File: src/rtl/pic_pkg.sv
package pic_pkg;
  // pin vector layout
  localparam int NPIN    = 7;
  localparam int P_TBEN  = 0;
  localparam int P_EXT   = 1;
  localparam int P_SMI   = 2;
  localparam int P_MCHK  = 3;
  localparam int P_CKSTP = 4;
  localparam int P_HRST  = 5;
  localparam int P_SRST  = 6;

  // pending vector layout (visible at the ports)
  localparam int NSRC   = 4;
  localparam int S_EXT  = 0;
  localparam int S_SMI  = 1;
  localparam int S_MCHK = 2;
  localparam int S_SRST = 3;

  // idle levels: machine check, checkstop and hard reset rest high
  localparam logic [NPIN-1:0] PIN_IDLE = 7'b0111000;
endpackage

File: src/rtl/pic_pin_track.sv
module pic_pin_track #(
  parameter int              W    = 7,
  parameter logic [W-1:0]    IDLE = '0
) (
  input  logic         clk,
  input  logic         rst,
  input  logic [W-1:0] pin,
  output logic [W-1:0] chg
);
  logic [W-1:0] seen_q;

  always_ff @(posedge clk) begin
    if (rst) seen_q <= IDLE;
    else     seen_q <= pin;
  end

  assign chg = pin ^ seen_q;


  quiet_after_hold_chk: assert property (@(posedge clk) disable iff (rst)
    (chg == '0) |=> (seen_q == $past(seen_q)));
endmodule

File: src/rtl/pic_pend_bank.sv
module pic_pend_bank #(
  parameter int N = 4
) (
  input  logic         clk,
  input  logic         rst,
  input  logic [N-1:0] upd,
  input  logic [N-1:0] val,
  output logic [N-1:0] pend,
  output logic         irq
);
  logic [N-1:0] pend_d;

  for (genvar i = 0; i < N; i++) begin : g_bit
    assign pend_d[i] = upd[i] ? val[i] : pend[i];
  end

  always_ff @(posedge clk) begin
    if (rst) begin
      pend <= '0;
      irq  <= 1'b0;
    end else begin
      pend <= pend_d;
      irq  <= |pend_d;
    end
  end


  irq_matches_pend_chk: assert property (@(posedge clk) disable iff (rst)
    irq == (pend != '0));


  pend_hold_chk: assert property (@(posedge clk) disable iff (rst)
    (upd == '0) |=> $stable(pend));
endmodule

File: src/rtl/pic_ctl_strobes.sv
module pic_ctl_strobes (
  input  logic clk,
  input  logic rst,
  input  logic tb_chg,
  input  logic tb_lvl,
  input  logic halt_fall,
  input  logic hrst_fall,
  output logic tb_run,
  output logic core_halt,
  output logic rst_req
);
  always_ff @(posedge clk) begin
    if (rst) begin
      tb_run    <= 1'b0;
      core_halt <= 1'b0;
      rst_req   <= 1'b0;
    end else begin
      if (tb_chg)    tb_run    <= tb_lvl;
      if (halt_fall) core_halt <= 1'b1;
      rst_req <= hrst_fall;
    end
  end


  halt_sticky_chk: assert property (@(posedge clk) disable iff (rst)
    core_halt |=> core_halt);


  rst_pulse_single_chk: assert property (@(posedge clk) disable iff (rst)
    rst_req |=> !rst_req);


  rst_pulse_follows_chk: assert property (@(posedge clk) disable iff (rst)
    hrst_fall |=> rst_req);
endmodule

File: src/rtl/pin_irq_ctrl.sv
module pin_irq_ctrl
  import pic_pkg::*;
(
  input  logic            clk,
  input  logic            rst,
  input  logic            pin_tben,
  input  logic            pin_ext_irq,
  input  logic            pin_smi,
  input  logic            pin_mchk,
  input  logic            pin_ckstp_n,
  input  logic            pin_hreset_n,
  input  logic            pin_sreset,
  input  logic            mchk_ack,
  output logic [NSRC-1:0] pend,
  output logic            irq_req,
  output logic            tb_run,
  output logic            core_halt,
  output logic            rst_req
);
  logic [NPIN-1:0] pins;
  logic [NPIN-1:0] chg;
  logic [NSRC-1:0] upd;
  logic [NSRC-1:0] val;
  logic            mchk_fall;

  always_comb begin
    pins          = '0;
    pins[P_TBEN]  = pin_tben;
    pins[P_EXT]   = pin_ext_irq;
    pins[P_SMI]   = pin_smi;
    pins[P_MCHK]  = pin_mchk;
    pins[P_CKSTP] = pin_ckstp_n;
    pins[P_HRST]  = pin_hreset_n;
    pins[P_SRST]  = pin_sreset;
  end

  pic_pin_track #(.W(NPIN), .IDLE(PIN_IDLE)) u_track (
    .clk (clk),
    .rst (rst),
    .pin (pins),
    .chg (chg)
  );

  assign mchk_fall = chg[P_MCHK] & ~pins[P_MCHK];

  always_comb begin
    upd         = '0;
    val         = '0;
    upd[S_EXT]  = chg[P_EXT];
    val[S_EXT]  = pins[P_EXT];
    upd[S_SMI]  = chg[P_SMI];
    val[S_SMI]  = pins[P_SMI];
    upd[S_SRST] = chg[P_SRST];
    val[S_SRST] = pins[P_SRST];
    // a new falling edge wins over a same-cycle acknowledge
    upd[S_MCHK] = mchk_fall | mchk_ack;
    val[S_MCHK] = mchk_fall;
  end

  pic_pend_bank #(.N(NSRC)) u_pend (
    .clk  (clk),
    .rst  (rst),
    .upd  (upd),
    .val  (val),
    .pend (pend),
    .irq  (irq_req)
  );

  pic_ctl_strobes u_ctl (
    .clk       (clk),
    .rst       (rst),
    .tb_chg    (chg[P_TBEN]),
    .tb_lvl    (pins[P_TBEN]),
    .halt_fall (chg[P_CKSTP] & ~pins[P_CKSTP]),
    .hrst_fall (chg[P_HRST] & ~pins[P_HRST]),
    .tb_run    (tb_run),
    .core_halt (core_halt),
    .rst_req   (rst_req)
  );


  mchk_edge_sets_chk: assert property (@(posedge clk) disable iff (rst)
    mchk_fall |=> pend[S_MCHK]);


  mchk_no_spurious_chk: assert property (@(posedge clk) disable iff (rst)
    (!pend[S_MCHK] && !mchk_fall) |=> !pend[S_MCHK]);


  mchk_ack_clears_chk: assert property (@(posedge clk) disable iff (rst)
    (mchk_ack && !mchk_fall) |=> !pend[S_MCHK]);
endmodule

File: config.mk
export PLATFORM = sky130hd
export DESIGN_NAME = pin_irq_ctrl
export DESIGN_NICKNAME = d
export VERILOG_FILES = /design/src/rtl/pic_pkg.sv /design/src/rtl/pic_pin_track.sv /design/src/rtl/pic_pend_bank.sv /design/src/rtl/pic_ctl_strobes.sv /design/src/rtl/pin_irq_ctrl.sv
export SDC_FILE = /design/constraint.sdc
export NUM_CORES = 1
export LEC_CHECK = 0
export BUFFER_PORTS_ARGS = -buffer_cell sky130_fd_sc_hd__clkbuf_2
export CAP_MARGIN = 20
export CORE_MARGIN = 2
export CORE_UTILIZATION = 29
export CTS_CLUSTER_SIZE = 25
export DETAILED_ROUTE_END_ITERATION = 6
export GPL_ROUTABILITY_DRIVEN = 0
export PLACE_DENSITY = 0.51
export SLEW_MARGIN = 20
export SYNTH_ARGS = -nofsm -noshare
export SYNTH_HDL_FRONTEND = slang
export SYNTH_SLANG_ARGS = --single-unit
export TNS_END_PERCENT = 20
File: constraint.sdc
create_clock -name clk -period 1.2 [get_ports clk]
set_input_delay 0.12 -clock clk [delete_from_list [all_inputs] [get_ports clk]]
set_output_delay 0.12 -clock clk [all_outputs]
set_load 0.05 [all_outputs]
==> impl_table.tex <==
\begin{tabular}{lr}
\hline
Metric & Value \\
\hline
\multicolumn{2}{l}{\textbf{Worst setup path}} \\
Category of the worst setup path capture point & primary output \\
Required time at the endpoint of the critical path & $\sim$1.1 ns \\
Cell chain of the critical path & clkbuf\_2 \\
Crit path max fanout & 3 \\
Minimum setup slack among reg-to-reg paths & around 0.29 ns \\
Critical path buffer and inverter count & 1 \\
Worst setup SP type & flip-flop \\
Top delay family on crit path & flip-flops \\
Slowest cell delay on critical path & about 0.36 ns \\
Arrival @ worst endpoint & just over 0.9 ns \\
Worst setup path class & reg -> out \\
Cell with the largest stage delay on the worst path & sky130\_fd\_sc\_hd\_\_dfxtp\_1 \\
\multicolumn{2}{l}{\textbf{Route}} \\
Number of vias per cell after detailed routing & around 4.1 \\
Via count of the routed design & approximately 360 \\
Detailed-router iteration count before antenna repair & 2 \\
Remaining antenna violation count after routing & 0 \\
Final wirelength & between 700 and 800 um \\
DRC viols & 0 \\
Wire length per cell after detailed routing & approximately 8.4 um \\
Detailed router's first-iteration violation count & 3 \\
\multicolumn{2}{l}{\textbf{Global route}} \\
Global routing usage summed across all routing layers & 0.09320 \\
Maximum number of pins on one net before global-route repair & 11 \\
Via count of the first global-routing pass & around 310 \\
Wire length of the first global-routing pass & between 1000 and 1500 um \\
Total congestion overflow after global routing & 0 \\
Initial antenna violation count & 0 \\
\multicolumn{2}{l}{\textbf{Logic synthesis}} \\
Area share of the largest cell type after synthesis & 0.6266 \\
Dominant combinational cell family by area after synthesis & simple AND/OR/NAND/NOR gates \\
Synthesis warning total & 0 \\
Mux contribution to synthesized area & 0 \\
Syn\_nets & 59 \\
Post-synth top area cell & sky130\_fd\_sc\_hd\_\_dfxtp\_1 \\
Complex-gate fraction of the synthesized area & 0.1123 \\
Simple-gate share of the synthesized area & 0.1723 \\
Xor and xnor fraction of the mapped netlist area & 0 \\
Post-synthesis instance area & roughly 480 um\^{}2 \\
Number of standard cells after synthesis & 49 \\
Count of unique library cells instantiated by Yosys & 16 \\
Ranking of synthesized cells by area & sky130\_fd\_sc\_hd\_\_dfxtp\_1, sky130\_fd\_sc\_hd\_\_nor2\_1, sky130\_fd\_sc\_hd\_\_inv\_1 \\
Post-synthesis area per instance & 9.780 um\^{}2 \\
Synthesis-stage register bit count & 15 \\
Adder and majority gate portion of the synthesized area & 0.02350 \\
Post-synthesis sequential area ratio & 0.6266 \\
\multicolumn{2}{l}{\textbf{Pwr}} \\
Cell Pwr Density & between 1500 and 2000 mW/mm\^{}2 \\
Worst supply voltage drop on vdd & between 0.0005 and 0.0006 V \\
Static Leakage & $\sim$0.31 nW \\
Overall Power & approximately 0.001 W \\
\multicolumn{2}{l}{\textbf{Timing}} \\
Final worst-path cycle share & 0.8595 \\
Setup TNS Final & 0 ns \\
Tightest Pin Transition & 0.2805 ns \\
Final max-slew violation count & 0 \\
Number of endpoints with negative hold slack in the final report & 0 \\
Clock Skews & $\sim$0.00027 ns \\
Peak clock frequency supported by timing & 969.5 MHz \\
Normalized max-slew margin & 0.8138 \\
Final setup vio count & 0 \\
RSZ-0062 raised after global routing & no \\
Minimum clock period & between 1 and 1.5 ns \\
\multicolumn{2}{l}{\textbf{Placement}} \\
IO buf count & 17 \\
Total half-perimeter wirelength after legalization and detailed placement & around 570 um \\
\multicolumn{2}{l}{\textbf{Clock network}} \\
Number of levels the H-tree was split into & 1 \\
Clock-pin slew of the registers on the worst-case setup and hold paths & $\sim$0.080 ns \\
Clk\_lat worst skew & 0.27 ns \\
Clock Tree Root & sky130\_fd\_sc\_hd\_\_clkbuf\_4 \\
\# clock sinks & 15 \\
Max Buffers Root-to-Sink & 2 \\
Number of gates resized after cts & 0 \\
TritonCTS clock tree & done \\
Number of hold-repair buffers added at the cts stage & 0 \\
Num CTS Buffers & 3 \\
Number of setup buffers added after CTS & 0 \\
\multicolumn{2}{l}{\textbf{Floorplanning}} \\
Width of the die & $\sim$45 um \\
Effective utilization at floorplan & 0.3145 \\
Core region area & $\sim$0.0015 mm\^{}2 \\
Die Y & between 40 and 50 um \\
Die footprint & $\sim$0.002 mm\^{}2 \\
Count of boundary I/O pins & 18 \\
Number of placement rows & 14 \\
\multicolumn{2}{l}{\textbf{Min path}} \\
HP Class & in -> reg \\
\multicolumn{2}{l}{\textbf{Flow run}} \\
Number of max-capacitance violations reported & 0 \\
\multicolumn{2}{l}{\textbf{Final layout}} \\
Antenna diode count & 0 \\
Most common cell after layout, fill and taps aside & sky130\_fd\_sc\_hd\_\_clkbuf\_2 \\
Commonest non-fill, non-tap cells in the layout & sky130\_fd\_sc\_hd\_\_clkbuf\_2, sky130\_fd\_sc\_hd\_\_dfxtp\_1, sky130\_fd\_sc\_hd\_\_nor2\_1, sky130\_fd\_sc\_hd\_\_inv\_1 \\
Synth-to-layout area growth & 28.20\% \\
Count of nets after finishing & between 80 and 90 \\
Number of fill cells & between 150 and 200 \\
Layout cells sized above 1 & 0.3857 \\
\multicolumn{2}{l}{\textbf{Run status}} \\
Result of the run & finished clean \\
\hline
\end{tabular}
==> state kept, by name, indices dropped and copies added, names as in the netlist <==
| signal | count |
|---|---|
| u_track.seen_q | 7 |
| u_pend.pend | 4 |
| u_ctl.core_halt | 1 |
| u_ctl.rst_req | 1 |
| u_ctl.tb_run | 1 |
| u_pend.irq | 1 |
==> per-layer routing <==
layer / vias to the layer above / track usage / part of all wire
li1: 194 / - / -
met1: 148 / 0.1172 / 0.50
met2: 11 / 0.1188 / 0.40
met3: 2 / 0.04490 / 0.086
met4: 0 / 0.07273 / 0.0055
met5: - / 0 / 0
==> cell usage after synthesis, drive strengths merged <==
| cell type | n |
|---|---|
| dfxtp | 15 |
| nor2 | 9 |
| inv | 7 |
| nand2 | 3 |
| nor2b | 3 |
| or2 | 3 |
| a21oi | 2 |
| a21o | 1 |
| a22oi | 1 |
| a41oi | 1 |
| buf | 1 |
| maj3 | 1 |
| o21a | 1 |
| o21ai | 1 |
==> logic make-up after synthesis <==
group | Yosys count
AOI/OAI and AO/OA | 7
adders and majority gates | 1
buffers and inverters | 8
DFF | 15
and+or+nand+nor | 18
==> power by group <==
| part | leakage (nW) | switching (W) | internal, W |
|---|---|---|---|
| registers | 0.125 | 0.0000123 | 0.000530 |
| clock network | 0.0150 | 0.000144 | 0.000129 |
| logic | 0.170 | 0.000111 | 0.0000501 |
| total | 0.310 | 0.000267 | 0.000709 |
==> per-stage QoR <==
stage | setup slack [ns] | std cells | hold slack (ns) | utilization | area (um^2)
finish | 0.1686 | 86 | 0.03514 | 0.4031 | 614.3
global route | 0.1158 | 86 | 0.02965 | 0.4031 | 614.3
CTS | 0.1456 | 86 | 0.02093 | 0.4031 | 614.3
detailed placement | 0.2953 | 82 | 0.3183 | 0.3859 | 588.1
global placement | 0.3292 | 82 | 0.3163 | 0.3859 | 588.1
floorplan | 0.06675 | 49 | 0.1916 | - | 480.5
==> final timing paths <==
| check | from | end | cells after the start |
|---|---|---|---|
| setup reg to reg | u_pend.pend[3] | u_pend.irq | 3 |
| hold / removal | pin_mchk | u_track.seen_q[3] | 2 |
| setup / recovery | u_pend.pend[1] | pend[1] | 1 |
| hold reg to reg | u_track.seen_q[5] | u_ctl.rst_req | 2 |
==> layout make-up <==
| type | count | area, um^2 | share of cell area |
|---|---|---|---|
| flip-flops and latches | 15 | 301.5 | 0.4908 |
| multi-input cells | 26 | 147.6 | 0.2403 |
| repair buffers | 18 | 92.59 | 0.1507 |
| clock buffers | 4 | 26.28 | 0.04277 |
| inverters | 7 | 26.28 | 0.04277 |
| well taps | 16 | 20.02 | 0.03259 |
==> worst reg2reg max path: stages, from the launching register on <==
cell                      delay [ns]
sky130_fd_sc_hd__dfxtp_2        0.34
sky130_fd_sc_hd__inv_2          0.03
sky130_fd_sc_hd__maj3_2         0.31
sky130_fd_sc_hd__a41oi_2        0.17
Note: power is estimated with default switching activity, not from simulation.
